<file path="src/rtl/irqc_pkg.sv">
package irqc_pkg;

    localparam int NSRC = 12;
    localparam int IDXW = $clog2(NSRC);
    localparam int NLVL = 2;
    localparam int VECW = 16;

    typedef logic [NSRC-1:0] src_vec_t;
    typedef logic [IDXW-1:0] src_idx_t;

    typedef enum logic [1:0] {
        WS_PEND   = 2'd0,
        WS_MASK   = 2'd1,
        WS_LEVEL  = 2'd2,
        WS_MASTER = 2'd3
    } wsel_e;

    typedef enum logic {
        SQ_IDLE = 1'b0,
        SQ_CALL = 1'b1
    } sq_state_e;

    typedef struct packed {
        logic     valid;
        logic     hi;
        src_idx_t idx;
    } pick_t;

    // lowest set index wins
    function automatic pick_t first_set(input src_vec_t m, input logic hi);
        pick_t p;
        p    = '0;
        p.hi = hi;
        for (int i = NSRC - 1; i >= 0; i--) begin
            if (m[i]) begin
                p.valid = 1'b1;
                p.idx   = src_idx_t'(i);
            end
        end
        return p;
    endfunction

    function automatic logic [VECW-1:0] vec_of(input src_idx_t idx,
                                               input logic [VECW-1:0] base,
                                               input int step);
        return base + VECW'(step) * VECW'(idx);
    endfunction

endpackage

</file>
<file path="src/rtl/irqc_regs.sv">
module irqc_regs
    import irqc_pkg::*;
(
    input  logic     clk,
    input  logic     rst,
    input  logic     wr_en,
    input  wsel_e    wr_sel,
    input  src_vec_t wr_data,
    input  src_vec_t evt,
    input  src_vec_t clr,
    output src_vec_t pend_q,
    output src_vec_t en_q,
    output src_vec_t prio_q,
    output logic     gie_q
);

    src_vec_t pend_base;

    always_comb begin
        pend_base = (wr_en && wr_sel == WS_PEND) ? wr_data : pend_q;
    end

    always_ff @(posedge clk) begin
        if (rst) begin
            pend_q <= '0;
            en_q   <= '0;
            prio_q <= '0;
            gie_q  <= 1'b0;
        end else begin
            // a new event wins over the clear of the taken source
            pend_q <= (pend_base & ~clr) | evt;
            if (wr_en) begin
                case (wr_sel)
                    WS_MASK:   en_q   <= wr_data;
                    WS_LEVEL:  prio_q <= wr_data;
                    WS_MASTER: gie_q  <= wr_data[0];
                    default:   ;
                endcase
            end
        end
    end

endmodule

</file>
<file path="src/rtl/irqc_arb.sv">
module irqc_arb
    import irqc_pkg::*;
(
    input  src_vec_t        pend,
    input  src_vec_t        en,
    input  src_vec_t        prio,
    input  logic            gie,
    input  logic [NLVL-1:0] busy,
    output pick_t           win
);

    src_vec_t req;
    pick_t    lvl_pick [NLVL];

    assign req = pend & en & {NSRC{gie}};

    for (genvar l = 0; l < NLVL; l++) begin : g_lvl
        src_vec_t lmask;
        logic     open_l;
        assign lmask  = (l == NLVL - 1) ? (req & prio) : (req & ~prio);
        // a level may start only if neither it nor a higher one is active
        assign open_l = ~|busy[NLVL-1:l];
        assign lvl_pick[l] = open_l ? first_set(lmask, (l == NLVL - 1)) : '0;
    end

    always_comb begin
        win = lvl_pick[NLVL-1].valid ? lvl_pick[NLVL-1] : lvl_pick[0];
    end

endmodule

</file>
<file path="src/rtl/irqc_seq.sv">
module irqc_seq
    import irqc_pkg::*;
#(
    parameter int              CALL_CYC = 4,
    parameter logic [VECW-1:0] VEC_BASE = 16'h0003,
    parameter int              VEC_STEP = 8
) (
    input  logic            clk,
    input  logic            rst,
    input  logic            boundary,
    input  logic            reti,
    input  pick_t           win,
    output logic [NLVL-1:0] busy_d,
    output logic [NLVL-1:0] busy_q,
    output src_vec_t        clr,
    output logic            take_o,
    output logic [VECW-1:0] vec_o,
    output logic            lvl_o,
    output logic            ret_o
);

    localparam int CW = $clog2(CALL_CYC + 1);

    sq_state_e st;
    logic [CW-1:0] cnt;
    pick_t det;
    pick_t cur;
    logic fire;
    logic start;

    assign fire  = (st == SQ_CALL) && (cnt == CW'(CALL_CYC - 1));
    assign start = (st == SQ_IDLE) && det.valid && boundary && !reti;

    always_comb begin
        busy_d = busy_q;
        if (reti) begin
            if (busy_q[1]) busy_d[1] = 1'b0;
            else           busy_d[0] = 1'b0;
        end
        if (fire) busy_d[cur.hi] = 1'b1;
    end

    always_comb begin
        clr = '0;
        if (fire) clr[cur.idx] = 1'b1;
    end

    always_ff @(posedge clk) begin
        if (rst) begin
            st     <= SQ_IDLE;
            cnt    <= '0;
            det    <= '0;
            cur    <= '0;
            busy_q <= '0;
            take_o <= 1'b0;
            vec_o  <= '0;
            lvl_o  <= 1'b0;
            ret_o  <= 1'b0;
        end else begin
            take_o <= 1'b0;
            ret_o  <= reti && (|busy_q);
            busy_q <= busy_d;
            det    <= win;
            case (st)
                SQ_IDLE: begin
                    if (start) begin
                        st  <= SQ_CALL;
                        cnt <= CW'(1);
                        cur <= det;
                    end
                end
                SQ_CALL: begin
                    if (fire) begin
                        st     <= SQ_IDLE;
                        cnt    <= '0;
                        take_o <= 1'b1;
                        vec_o  <= vec_of(cur.idx, VEC_BASE, VEC_STEP);
                        lvl_o  <= cur.hi;
                    end else begin
                        cnt <= cnt + CW'(1);
                    end
                end
                default: st <= SQ_IDLE;
            endcase
        end
    end

endmodule

</file>
<file path="src/rtl/nest_irq_ctrl.sv">
module nest_irq_ctrl
    import irqc_pkg::*;
#(
    parameter int              CALL_CYC = 4,
    parameter logic [VECW-1:0] VEC_BASE = 16'h0003,
    parameter int              VEC_STEP = 8
) (
    input  logic            clk,
    input  logic            rst,
    input  logic            wr_en,
    input  logic [1:0]      wr_sel,
    input  logic [NSRC-1:0] wr_data,
    input  logic [NSRC-1:0] evt_i,
    input  logic            insn_done,
    input  logic            reti,
    output logic            take_o,
    output logic [VECW-1:0] vec_o,
    output logic            lvl_o,
    output logic [NLVL-1:0] insvc_o,
    output logic            ret_o
);

    src_vec_t pend_q, en_q, prio_q, clr, pend_eff;
    logic gie_q;
    logic [NLVL-1:0] busy_d, busy_q;
    pick_t win;

    irqc_regs u_regs (
        .clk     (clk),
        .rst     (rst),
        .wr_en   (wr_en),
        .wr_sel  (wsel_e'(wr_sel)),
        .wr_data (wr_data),
        .evt     (evt_i),
        .clr     (clr),
        .pend_q  (pend_q),
        .en_q    (en_q),
        .prio_q  (prio_q),
        .gie_q   (gie_q)
    );

    // the flag cleared by this cycle's take must not be seen again
    assign pend_eff = pend_q & ~clr;

    irqc_arb u_arb (
        .pend (pend_eff),
        .en   (en_q),
        .prio (prio_q),
        .gie  (gie_q),
        .busy (busy_d),
        .win  (win)
    );

    irqc_seq #(
        .CALL_CYC (CALL_CYC),
        .VEC_BASE (VEC_BASE),
        .VEC_STEP (VEC_STEP)
    ) u_seq (
        .clk      (clk),
        .rst      (rst),
        .boundary (insn_done),
        .reti     (reti),
        .win      (win),
        .busy_d   (busy_d),
        .busy_q   (busy_q),
        .clr      (clr),
        .take_o   (take_o),
        .vec_o    (vec_o),
        .lvl_o    (lvl_o),
        .ret_o    (ret_o)
    );

    assign insvc_o = busy_q;

endmodule

</file>
<file path="config.mk">
export PLATFORM = sky130hd
export DESIGN_NAME = nest_irq_ctrl
export DESIGN_NICKNAME = d
export VERILOG_FILES = /design/src/rtl/irqc_pkg.sv /design/src/rtl/irqc_regs.sv /design/src/rtl/irqc_arb.sv /design/src/rtl/irqc_seq.sv /design/src/rtl/nest_irq_ctrl.sv
export SDC_FILE = /design/constraint.sdc
export NUM_CORES = 1
export LEC_CHECK = 0
export ABC_AREA = 1
export BUFFER_PORTS_ARGS = -buffer_cell sky130_fd_sc_hd__buf_2
export CAP_MARGIN = 20
export CORE_MARGIN = 5
export CORE_UTILIZATION = 55
export DETAILED_ROUTE_END_ITERATION = 16
export PLACE_DENSITY = 0.8
export SLEW_MARGIN = 10
export SYNTH_ARGS = -nofsm -noshare
export SYNTH_HDL_FRONTEND = slang
export SYNTH_SLANG_ARGS = --single-unit
</file>
<file path="constraint.sdc">
create_clock -name clk -period 5.1 [get_ports clk]
set_input_delay 0.255 -clock clk [delete_from_list [all_inputs] [get_ports clk]]
set_output_delay 0.255 -clock clk [all_outputs]
set_load 0.05 [all_outputs]
</file>
Yosys cells after proc, flatten, opt, wreduce, memory -nomap -nowiden

Index checks and enable logic that the tools add are counted.

Bits in registers: 73
Input bits: 31
Output and inout bits: 21
Word-level logic and storage cells: 123

$add $sub $neg: 2
$lt $le $gt $ge: 4
Equal/unequal tests: 5
Mux-type cells: 67
Bitwise logic cells: 11
Reductions and logical operators: 18

Operator list:

| operator                                                                             | number |
|---|---|
| 4-bit 2-to-1 mux                                                                     | 24 |
| 12-bit AND                                                                           | 6 |
| 1-bit 2-to-1 mux                                                                     | 30 |
| 12-bit 2-to-1 mux                                                                    | 2 |
| 12-bit inverter                                                                      | 2 |
| 6-bit 2-to-1 mux                                                                     | 3 |
| 12-bit OR                                                                            | 1 |
| 2-bit AND reduction                                                                  | 5 |
| 2-bit by 7-bit adder with 8-bit output (first input constant)                        | 1 |
| 1-bit logical AND                                                                    | 8 |
| 3-bit 2-to-1 mux                                                                     | 2 |
| 3-bit case mux with 2 select lines                                                   | 1 |
| 2-bit OR reduction                                                                   | 3 |
| 4-bit by 5-bit < comparator with 1-bit output (second input constant)                | 1 |
| 1-bit demux with 4-bit select                                                        | 1 |
| 2-bit == test (second input constant)                                                | 2 |
| 4-bit by 1-bit greater-or-equal comparator with 1-bit output (second input constant) | 1 |
| 2-bit 2-to-1 mux                                                                     | 2 |
| 3-bit by 1-bit adder with 3-bit output (second input constant)                       | 1 |
| 3-bit by 2-bit == test with 1-bit output (second input constant)                     | 1 |
| 2-bit by 1-bit == test with 1-bit output (second input constant)                     | 1 |
| 2-bit zero test                                                                      | 1 |
| 1-bit by 2-bit < comparator with 1-bit output (second input constant)                | 1 |
| 2-bit by 1-bit != test with 1-bit output (second input constant)                     | 1 |
| 6 further kinds                                                                      | 6 |

Logic depth before layout (Yosys ltp)

Gate-level depths: netlist of the first run.

Word-level depth: 24
Gate-level depth with buffers: 19
Gate-level depth less buffers: 18

Cells and area by module

From an unflattened synthesis of the first run, not the netlist that was laid out.

Cell total of the unflattened synthesis: 484
Area total of the unflattened synthesis: 3,398.3 um^2

Modules (own cells, without submodules):

| module        | times used | cells each | area each (um^2) | sequential area each (um^2) |
|---|---|---|---|---|
| irqc_regs     | 1          | 203        | 1,631.6          | 740.7 |
| irqc_seq      | 1          | 141        | 1,051.0          | 500.5 |
| irqc_arb      | 1          | 116        | 595.6            | 0.0 |
| nest_irq_ctrl | 1          | 24         | 120.1            | 0.0 |

Worst setup path after synthesis of the first run

Ideal clock, no wire load.

Kind: reg-to-reg
From: reg u_seq.cnt[0]
To: reg u_seq.det[2] in the netlist's numbering
Setup time: 70 ps
Arrival time: 1,714 ps
Data required time: 5,030 ps
Setup slack: 3,315 ps
Cell stages (with the launch flop): 16
Path buffers: 1
Clock period less this slack: 1,785 ps
Cell sequence: dfxtp_1 -> ha_1 -> nand2_2 -> nor2_2 -> buf_6 -> nand3_4 -> inv_2 -> nand2_1 -> nand4_1 -> nor2_2 -> nor2_4 -> nand3_2 -> nand2_4 -> nor2_1 -> nand2_1 -> a21oi_1

Longest elaborated chain between the ends: 22
Elaborated cells between the ends (all ways): 48
Those cells by class: eq/ne (1); mux (39); bitwise (6); reduce/logical (2)

Ends and longest elaborated chain:

| item                                       | RTL line            | text |
|---|---|---|
| from (decl)                                | irqc_seq.sv:25      | `logic [CW-1:0] cnt;` |
| from (signal assigned)                     | irqc_seq.sv:80      | `cnt <= cnt + CW'(1);` |
| 3-bit by 2-bit == test with 1-bit output * | irqc_seq.sv:31      | `assign fire = (st == SQ_CALL) && (cnt == CW'(CALL_CYC - 1));` |
| 1-bit logical AND *                        | irqc_seq.sv:31      |  |
| 12-bit 2-to-1 mux                          | irqc_seq.sv:45      | `if (fire) clr[cur.idx] = 1'b1;` |
| 12-bit inverter                            | nest_irq_ctrl.sv:43 | `assign pend_eff = pend_q & ~clr;` |
| 12-bit AND                                 | nest_irq_ctrl.sv:43 |  |
| 12-bit AND (2 in a row)                    | irqc_arb.sv:15      | `assign req = pend & en & {NSRC{gie}};` |
| 12-bit AND                                 | --                  |  |
| 1-bit 2-to-1 mux (12 in a row)             | irqc_pkg.sv:35      | `if (m[i]) begin` |
| 6-bit 2-to-1 mux                           | irqc_arb.sv:23      | `assign lvl_pick[l] = open_l ? first_set(lmask, (l == NLVL - 1)) : '0;` |
| 6-bit 2-to-1 mux *                         | irqc_arb.sv:27      | `win = lvl_pick[NLVL-1].valid ? lvl_pick[NLVL-1] : lvl_pick[0];` |
| to (signal assigned)                       | irqc_seq.sv:63      | `det <= win;` |
| to (decl)                                  | irqc_seq.sv:26      | `pick_t det;` |

Every way passes the cells marked *; elsewhere a longest branch is shown, timed or not.
A chain may end at the register's enable or synchronous reset.

Worst setup path in the final report of the first run

From: reg u_seq.cnt[0]
To: reg u_seq.det[0] in the netlist's numbering

Longest elaborated chain between the ends: 22
Elaborated cells between the ends (all ways): 50
Those cells by class: eq/ne (1); mux (41); bitwise (6); reduce/logical (2)

Ends and longest elaborated chain:

| item                                                               | RTL line |
|---|---|
| 3-bit by 2-bit == test with 1-bit output *                         | irqc_seq.sv:31 |
| 1-bit logical AND *                                                | irqc_seq.sv:31 |
| 12-bit 2-to-1 mux                                                  | irqc_seq.sv:45 |
| 12-bit inverter                                                    | nest_irq_ctrl.sv:43 |
| 12-bit AND                                                         | nest_irq_ctrl.sv:43 |
| 12-bit AND (2 in a row)                                            | irqc_arb.sv:15 |
| 12-bit AND (on tied branches)                                      | -- |
| 4-bit 2-to-1 mux or 1-bit 2-to-1 mux (tied branches) (12 in a row) | irqc_pkg.sv:35 |
| 6-bit 2-to-1 mux                                                   | irqc_arb.sv:23 |
| 6-bit 2-to-1 mux *                                                 | irqc_arb.sv:27 |

Marks and branches as above.

==> results of run 1 <==
## flip-flops by register name, summed over array words and instances, names as in the netlist
signal         cells
u_seq.lvl_o        1
u_regs.en_q       12
u_seq.cur          5
u_seq.vec_o        5
u_seq.ret_o        1
u_seq.take_o       1
u_seq.cnt          3
u_regs.pend_q     12
u_regs.prio_q     12
u_seq.st           1
u_seq.busy_q       2
u_seq.det          6
u_regs.gie_q       1
## worst min-delay path, stage by stage
cell and delay (ns):
buf_2 0.07, a21oi_1 0.03, nor2_1 0.06
## where the power goes
group,internal (mW),leakage (nW),switching [mW]
Combinational,0.0255,0.970,0.0538
Sequential,0.502,0.507,0.0111
Clock,0.241,0.103,0.202
Total,0.769,1.58,0.267
## routing by layer
metal	routed length [µm]	part of all wire [%]
met1	3090	46
met2	3030	45
met3	485	7.2
met4	130	1.9
met5	0	0
## final timing paths
kind | start | end | slack, ns | cells past startpoint
setup / recovery | u_seq.cnt[0] | u_seq.det[0] | 2.67 | 16
hold / removal | evt_i[3] | u_regs.pend_q[3] | 0.1 | 3
setup reg to reg | u_seq.cnt[0] | u_seq.det[0] | 2.67 | 16
hold reg to reg | u_seq.lvl_o | u_seq.lvl_o | 0.46 | 2
## layout by cell type (no fill, tap or decap), types with 3 or more instances in the layout
| cell | synthesis | final |
|---|---|---|
| nand4_1 | 6 | 6 |
| nor2_2 | 4 | 4 |
| inv_2 | 8 | 8 |
| nand2_2 | 3 | 3 |
| buf_2 | 1 | 41 |
| o21ai_1 | 3 | 3 |
| conb_1 | 1 | 10 |
| nand3_2 | 5 | 5 |
| nor2_1 | 44 | 44 |
| and3_1 | 7 | 7 |
| nand3b_1 | 7 | 7 |
| clkbuf_8 | 0 | 10 |
| o21ai_0 | 48 | 48 |
| a21oi_1 | 46 | 46 |
| inv_1 | 38 | 38 |
| nand2_1 | 74 | 74 |
| nand3_1 | 16 | 16 |
| dfxtp_1 | 62 | 62 |
## stage by stage
step / cells / util (%) / area [µm²] / hold slack, ns / worst slack [ns]
5_1_grt: 525 / 65.0 / 3340 / 0.0992 / 2.45
4_1_cts: 525 / 65.0 / 3340 / 0.0872 / 2.72
3_5_place_dp: 509 / 61.0 / 3140 / 0.441 / 2.77
6_report: 525 / 65.0 / 3340 / 0.0984 / 2.67
3_3_place_gp: 509 / 61.0 / 3140 / 0.433 / 2.88
2_1_floorplan: 421 / - / 2970 / 0.372 / 3.32
## kinds of logic after synthesis
logic type / count (synthesis) / synth area share, %
adders and majority gates: 1 / 0.426
other: 1 / 0.128
buffers and inverters: 71 / 10.8
and+or+nand+nor: 172 / 27.9
AOI/OAI and AO/OA: 105 / 18.5
DFF: 62 / 42.2
## Yosys cell counts, types with 2 or more instances
cell / n / share of area [%]
a21oi_1: 46 / 7.8
nand3b_1: 7 / 1.8
nand3_4: 2 / 1.2
o21ai_0: 48 / 8.2
nor2_1: 44 / 5.6
inv_2: 8 / 1.0
inv_1: 38 / 4.9
and3_1: 7 / 1.5
buf_4: 11 / 2.8
nand2_1: 74 / 9.5
o211ai_1: 2 / 0.51
dfxtp_1: 62 / 42
a31oi_1: 2 / 0.43
nand2_2: 3 / 0.64
nand3_2: 5 / 1.7
nand4_1: 6 / 1.3
nand3_1: 16 / 2.7
clkbuf_1: 12 / 1.5
a211oi_1: 2 / 0.51
nor2_2: 4 / 0.85
o21ai_1: 3 / 0.51
## area by class of cell
class                           instances  area [µm²]  share of cell area [%]
Tap cell                               70        87.6                    2.62
Inverter                               46         173                    5.17
Timing Repair Buffer                   43         220                    6.59
Multi-Input combinational cell        288        1410                    42.3
Sequential cell                        62        1240                    37.1
Clock buffer                           10         138                    4.12
Clock inverter                          6        68.8                    2.06
==> impl_metrics.csv, run 1 <==
group,metric,value,unit
cts,cts_max_path_buffers,2,
place,place_congestion,0.866,
worst_setup_path,crit_fanout,11,
cts,cts_setup_buffers,0,
worst_setup_path,worst_path_largest_cell_delay,0.45,ns
synthesis,ys_ff_latch,62,
floorplan,die-area,6900,µm²
floorplan,die_y,83.1,µm
route,wl_per_cell,12.8,µm
global_routing,grt_util_met3,6.83,%
synthesis,syn-instance-count,412,
timing,period_share,47.6,%
global_routing,grt_pass1_wl,11500,µm
run_status,outcome,"finished, final reports clean",
global_routing,grt_max_degree,32,
cts,insertion_delay,0.36,ns
cts,path_clk_slew,0.07,ns
synthesis,async_flop_share,0,%
timing,finalCriticalPeriod,2.43,ns
timing,fin_skew,0.0121,ns
route,drt_iter0_drc,204,
final_layout,num_antenna_cells,0,
final_layout,areaGrowthSynthToFinish,13.8,%
cts,cts_tree,"built",
timing,slew_violations,0,
worst_setup_path,path_cells,"ha_1 -> nand2_2 -> nor2_2 -> nand2_1 -> inv_2 -> nand2_1 -> nand4_1 -> inv_2 -> nand2_1 -> nand2_1 -> nor2_2 -> nand3_2 -> nand2_4 -> nor2_1 -> nand2_1 -> a21oi_1",
worst_hold_path,hold_class,"in -> reg",
timing,tns,0,ns
worst_setup_path,worst_setup_path_start_kind,"flop",
worst_setup_path,critical_path_class,"reg -> reg",
cts,hold_buffers,0,
synthesis,ys_types,31,
power,ir_worst_vdd,0.221,mV
timing,setup_violations,0,
timing,grt_setup_unrepaired,"false",
synthesis,yosysSeqAreaShare,42.2,%
cts,cts.sinks,62,
global_routing,grt_overflow,0,
route,ant_nets,0,
final_layout,drive_above_1_share,18.5,%
global_routing,grt_pass1_vias,2557,
synthesis,synth_area_per_cell,7.13,µm²
power,leakage,1.58,nW
worst_setup_path,slowest_stage,"nor2_2",
global_routing,gr-usage-met1,25.6,%
route,drc,0,
floorplan,num_io_pins,52,
final_layout,fillers,465,
power,finalPower,1.04,mW
timing,fmax,412,MHz
timing,relSlewSlack,44.0,%
route,drt-total-wl,6730,µm
cts,root_buffer,"clkbuf_8",
run,maxCapViolations,0,
power,powerDensity,310,nW/µm²
worst_setup_path,arrival,2.65,ns
worst_setup_path,cp.buffers_inverters,2,
route,firstDrtPassIters,5,
floorplan,rows,26,
floorplan,die_x,83.1,µm
synthesis,synthFlopType,"dfxtp_1",
worst_setup_path,path_delay_family,"simple AND/OR/NAND/NOR gates",
worst_setup_path,crit_required,5.32,ns
global_routing,track_usage,20.6,%
final_layout,final_nets,482,
cts,cts_resized,0,
timing,finalHoldViolations,0,
route,viasPerCell,5.23,
synthesis,yosysWarningCount,0,
global_routing,met2_usage,32.9,%
place,portBuffers,41,
synthesis,synth_edf_count,0,
timing,worst_pin_slew,0.839,ns
route,vias,2747,
global_routing,antenna_found_initial,0,
global_routing,top_usage_layer,"met2",
place,dp_hpwl,4700,µm
worst_setup_path,end_kind,"flop",
cts,numCtsBuffers,9,
floorplan,core_area,5140,µm²
synthesis,netlist_area,2940,µm²
cts,h-tree-depth,3,
floorplan,initial_core_util,57.2,%
worst_setup_path,cpMostUsedCell,"nand2_1",
(Power assumes the default switching activity.)
==> inputs of run 2 (changes only) <==
- CORE_UTILIZATION: 55 -> 50
- PLACE_DENSITY: 0.8 -> 0.76
- clock period: 5.1 -> 2.15 ns (I/O delays scaled with it)
==> run 2 against run 1 <==
First-iteration DRC count shrank 15%. Sequential share of layout area down 1.5 points. Register-to-register slack worse by 2.5 ns. Wire length increased by 3.7%. Largest power group unchanged. Sequential cell count unchanged. Critical path depth shrank 1. Highest routed layer unchanged. Critical endpoint is now u_seq.det[2]. Sequential power grew 140%. Worst setup slack worse by 2.5 ns.
==> impl_metrics.csv, run 2 (synthesized netlist as in run 1, its figures left out) <==
group,metric,value,unit
cts,cts.sinks,62,
worst_setup_path,end_kind,"flop",
route,viasPerCell,5.13,
power,sw_frac_of_total,24.4,%
timing,fmax,493,MHz
worst_hold_path,hold_class,"in -> reg",
run,maxCapViolations,0,
place,place_congestion,0.883,
worst_setup_path,arrival,2.30,ns
floorplan,core_area,5820,µm²
place,dp_slack,0.0914,ns
cts,root_buffer,"clkbuf_8",
place,dp_hpwl,5140,µm
final_layout,layout_common_cells,"70 x nand2_1, 59 x dfxtp_1, 48 x o21ai_0",
worst_hold_path,holdPathStages,3,
floorplan,die_x,86.7,µm
timing,period_share,94.4,%
cts,path_clk_slew,0.06,ns
floorplan,initial_core_util,50.5,%
final_layout,fillers,558,
worst_setup_path,critical_path_class,"reg -> reg",
timing,tns,0,ns
worst_hold_path,min_to,"u_regs.pend_q[8]",
final_layout,num_antenna_cells,0,
route,drc,0,
power,p_seq_share,50.7,%
floorplan,rows,28,
timing,fin_ws,0.121,ns
worst_setup_path,worst_setup_path_start_kind,"flop",
final_layout,final_nets,496,
worst_setup_path,worstReg2RegEnd,"u_seq.det[2]",
power,ir_worst_vdd,0.493,mV
route,drt_iter0_drc,174,
route,wl_per_cell,12.9,µm
cts,numCtsBuffers,9,
global_routing,grt_pass1_vias,2655,
power,internal_power,1.82,mW
final_layout,drive_above_1_share,21.4,%
worst_hold_path,hp-start,"evt_i[8]",
cts,h-tree-depth,3,
final_layout,areaGrowthSynthToFinish,19.0,%
timing,setup_violations,0,
global_routing,antenna_found_initial,0,
worst_setup_path,r2r_slack,0.12,ns
power,pwr-share-comb,8.6,%
timing,finalCriticalPeriod,2.03,ns
place,portBuffers,41,
timing,worst_pin_slew,0.736,ns
floorplan,num_io_pins,52,
timing,slew_violations,0,
place,dp.cells,519,
route,drt-total-wl,6980,µm
worst_setup_path,crit_required,2.42,ns
final_layout,stdcell_count,543,
timing,relSlewSlack,50.8,%
route,vias,2787,
final_layout,top_regs,"u_regs.en_q: 12 flops, u_regs.pend_q: 12 flops, u_regs.prio_q: 12 flops",
cts,insertion_delay,0.34,ns
global_routing,grt_max_degree,27,
timing,fin_skew,0.00650,ns
global_routing,track_usage,20.2,%
route,ant_nets,0,
power,pwr-share-clk,40.7,%
run_status,outcome,"finished, final reports clean",
cts,cts_max_path_buffers,2,
timing,finalHoldViolations,0,
worst_setup_path,reg2reg_depth,15,
power,leakage,1.64,nW
floorplan,die-area,7510,µm²
global_routing,grt_overflow,0,
worst_setup_path,crit_fanout,6,
final_layout,final_common_cell,"nand2_1",
power,p_sw,0.586,mW
power,powerDensity,687,nW/µm²
cts,cts_tree,"built",
route,firstDrtPassIters,5,
global_routing,grt_pass1_wl,11900,µm
worst_setup_path,r2r-start,"u_seq.cnt[0]",
floorplan,die_y,86.7,µm
[run 2: per-stage QoR]
| stage | util (%) | power, mW | area (µm²) | hold slack [ns] |
|---|---|---|---|---|
| after floorplan | - | 1.39 | 2970 | 0.225 |
| after global placement | 54.7 | 1.43 | 3180 | 0.312 |
| after detailed placement | 54.7 | 1.43 | 3180 | 0.320 |
| after CTS | 59.3 | 2.41 | 3450 | 0.00299 |
| after global routing | 60.1 | 2.50 | 3500 | 0.00856 |
| final | 60.1 | 2.40 | 3500 | 0.00472 |
[run 2: critical path: stages (launching register included)]
cell and delay, ns:
dfxtp_2 0.33, ha_1 0.20, nand2_2 0.10, nor2_4 0.05
buf_4 0.15, nand3_4 0.07, inv_2 0.06, nand2_2 0.07
nand4_1 0.18, nor2_4 0.23, nor2_4 0.05, nand3_2 0.09
nand2_4 0.08, nor2_4 0.11, nand2_1 0.08, a21oi_2 0.12
[run 2: worst max-delay path by stage]
| stage | start | endpoint | slack (ns) | cells after the start |
|---|---|---|---|---|
| 6_report | u_seq.cnt[0] | u_seq.det[2] | 0.12 | 15 |
| 2_1_floorplan | u_seq.cnt[0] | u_seq.det[2] | 0.37 | 15 |
| 3_5_place_dp | u_seq.cnt[0] | u_seq.det[2] | 0.09 | 15 |
| 3_3_place_gp | u_seq.cnt[0] | u_seq.det[2] | 0.13 | 15 |
| 5_1_grt | u_seq.cnt[0] | u_seq.det[2] | -0.008 | 15 |
| 4_1_cts | u_seq.cnt[0] | u_seq.det[2] | 0.07 | 15 |
[run 2: layout make-up]
type / count / area [µm²] / share of cell area (%)
multi-input combinational: 288 / 1450 / 41.5
sequential: 62 / 1240 / 35.6
timing repair buffer: 57 / 345 / 9.87
inverter: 46 / 173 / 4.94
clock buffer: 10 / 138 / 3.94
tap: 75 / 93.8 / 2.68
clock inverter: 5 / 50.0 / 1.43
[run 2: power groups by stage]
stage | Combinational (mW) | Sequential, mW | Clock (mW)
5_1_grt | 0.233 | 1.22 | 1.05
4_1_cts | 0.204 | 1.22 | 0.990
2_1_floorplan | 0.153 | 1.23 | 0
6_report | 0.206 | 1.22 | 0.978
3_5_place_dp | 0.192 | 1.24 | 0
3_3_place_gp | 0.187 | 1.24 | 0
[run 2: timing repair]
item	in CTS	in global routing
hold buffers	8	0
buffers inserted	0	1
setup endpoints to repair	0	4
endpoints found under the hold margin	8	0
gates resized for setup	0	14
[run 2: layer usage]
layer  track usage, %  vias up  wire (µm)
met1             24.9     1241       3010
met4             5.81        0         74
met2             34.2      103       3340
li1                 -     1435          -
met5                0        -          0
met3             6.08        8        555
==> inputs of run 3 (changes only) <==
- PLACE_DENSITY: 0.76 -> 0.75
==> run 3 against run 2 <==
Non-clock buffer count is 4 higher. Sequential cell count unchanged. Clock power down 6.3%. Clock-buffer cell count rose by 3. Worst setup slack worse by 0.0077 ns. Sequential power about the same. Highest routed layer unchanged. Die area unchanged.
==> impl_metrics.csv, run 3 (synthesized netlist as in run 1, its figures left out) <==
group,metric,value,unit
timing,grt_setup_unrepaired,"true",
worst_setup_path,critical_path_class,"reg -> reg",
final_layout,final_common_cell,"nand2_1",
worst_setup_path,worstReg2RegEnd,"u_seq.det[3]",
final_layout,multi_input_area,1470,µm²
route,drt_iter0_drc,193,
worst_hold_path,hp-start,"evt_i[5]",
power,p_seq_share,52.0,%
power,ir_worst_vdd,0.582,mV
global_routing,grt_overflow,0,
route,firstDrtPassIters,4,
run,maxCapViolations,0,
place,portBuffers,41,
floorplan,rows,28,
cts,cts_max_path_buffers,2,
global_routing,grt_pass1_wl,11700,µm
cts,path_clk_slew,0.06,ns
route,viasPerCell,5.09,
worst_hold_path,hold_class,"in -> reg",
final_layout,seq_area,1240,µm²
floorplan,die-area,7510,µm²
global_routing,antenna_found_initial,0,
timing,worst_pin_slew,0.778,ns
power,pwr-share-clk,39.0,%
timing,fin_hold_ws,0.0330,ns
cts,cts_tree,"built",
place,dp_hpwl,5260,µm
final_layout,fin_util,61.0,%
timing,finalCriticalPeriod,2.04,ns
floorplan,initial_core_util,50.5,%
power,pwr-share-comb,9.0,%
place,dp_slack,0.0233,ns
power,powerDensity,662,nW/µm²
place,place_congestion,0.881,
timing,finalHoldViolations,0,
final_layout,areaGrowthSynthToFinish,20.7,%
cts,insertion_delay,0.34,ns
timing,tns,0,ns
final_layout,top_regs,"u_regs.en_q: 12 flops, u_regs.pend_q: 12 flops, u_regs.prio_q: 12 flops",
final_layout,num_antenna_cells,0,
cts,cts.sinks,62,
worst_setup_path,reg2reg_depth,14,
place,dp.cells,520,
global_routing,grt_pass1_vias,2610,
final_layout,fillers,547,
timing,relSlewSlack,48.0,%
route,drt-total-wl,7070,µm
power,sw_frac_of_total,24.6,%
final_layout,stdcell_count,546,
route,ant_nets,0,
global_routing,track_usage,20.0,%
floorplan,die_y,86.7,µm
power,leakage,1.67,nW
cts,h-tree-depth,3,
global_routing,grt_max_degree,27,
final_layout,final_nets,500,
route,wl_per_cell,12.9,µm
floorplan,die_x,86.7,µm
route,vias,2777,
timing,setup_violations,0,
floorplan,core_area,5820,µm²
worst_setup_path,r2r-start,"u_seq.cnt[0]",
power,p_sw,0.577,mW
timing,slew_violations,0,
worst_hold_path,min_to,"u_regs.pend_q[5]",
timing,fin_skew,0.00481,ns
worst_hold_path,holdPathStages,3,
run_status,outcome,"finished, final reports clean",
route,drc,0,
final_layout,drive_above_1_share,20.6,%
worst_setup_path,arrival,2.31,ns
floorplan,num_io_pins,52,
cts,root_buffer,"clkbuf_8",
cts,numCtsBuffers,9,
worst_setup_path,r2r_slack,0.11,ns
worst_setup_path,crit_fanout,7,
final_layout,layout_common_cells,"71 x nand2_1, 59 x dfxtp_1, 48 x o21ai_0",
worst_setup_path,end_kind,"flop",
timing,fin_ws,0.114,ns
power,internal_power,1.77,mW
timing,period_share,94.7,%
worst_setup_path,crit_required,2.42,ns
timing,fmax,491,MHz
worst_setup_path,worst_setup_path_start_kind,"flop",
[run 3: layout make-up]
cell class | count | share of cell area (%)
Multi-Input combinational cell | 288 | 41.5
Sequential cell | 62 | 35.1
Timing Repair Buffer | 61 | 10.9
Inverter | 46 | 4.94
Clock buffer | 13 | 4.77
Tap cell | 75 | 2.65
Clock inverter | 1 | 0.141
[run 3: worst max-delay path by stage]
stage / from / to / slack, ns / cells after the start
6_report: u_seq.cnt[0] / u_seq.det[3] / 0.11 / 14
3_3_place_gp: u_seq.cnt[0] / u_seq.det[0] / 0.06 / 15
3_5_place_dp: u_seq.cnt[0] / u_seq.det[2] / 0.02 / 15
2_1_floorplan: u_seq.cnt[0] / u_seq.det[2] / 0.37 / 15
4_1_cts: u_seq.cnt[0] / u_seq.det[2] / 0.007 / 15
5_1_grt: u_seq.cnt[0] / u_seq.det[3] / -0.02 / 14
[run 3: stage by stage]
step / instance area, µm² / total power [mW]
2_1_floorplan: 2970 / 1.39
3_3_place_gp: 3190 / 1.43
3_5_place_dp: 3190 / 1.44
4_1_cts: 3470 / 2.37
5_1_grt: 3540 / 2.44
6_report: 3540 / 2.35
[run 3: power by group through the flow]
stage | sequential, mW | combinational, mW | clock [mW]
2_1_floorplan | 1.23 | 0.153 | 0
3_3_place_gp | 1.24 | 0.190 | 0
3_5_place_dp | 1.24 | 0.194 | 0
4_1_cts | 1.22 | 0.210 | 0.940
5_1_grt | 1.22 | 0.240 | 0.977
6_report | 1.22 | 0.211 | 0.916
[run 3: timing repair]
action / in CTS / in global routing
gates resized for setup: 0 / 18
endpoints found under the hold margin: 11 / 0
setup endpoints to repair: 0 / 6
hold buffers: 11 / 0
setup buffers: 0 / 1
[run 3: per-layer routing]
layer	global-route usage, %	wire length [µm]
met2	32.8	3230
met3	3.90	501
met1	24.9	3200
met4	10.2	138
met5	0	0
[run 3: worst max-delay path, cell delays in order, from the launching register on]
cell and delay, ns:
dfxtp_2 0.36, ha_4 0.14, nand2_4 0.06, nor2_4 0.20, buf_6 0.14, nand3_4 0.09
inv_4 0.09, nand2_2 0.05, nand4_1 0.16, nor2_4 0.08, nor2_4 0.12, nand3_2 0.10
nand2_4 0.13, nand4_1 0.09, a21oi_1 0.15
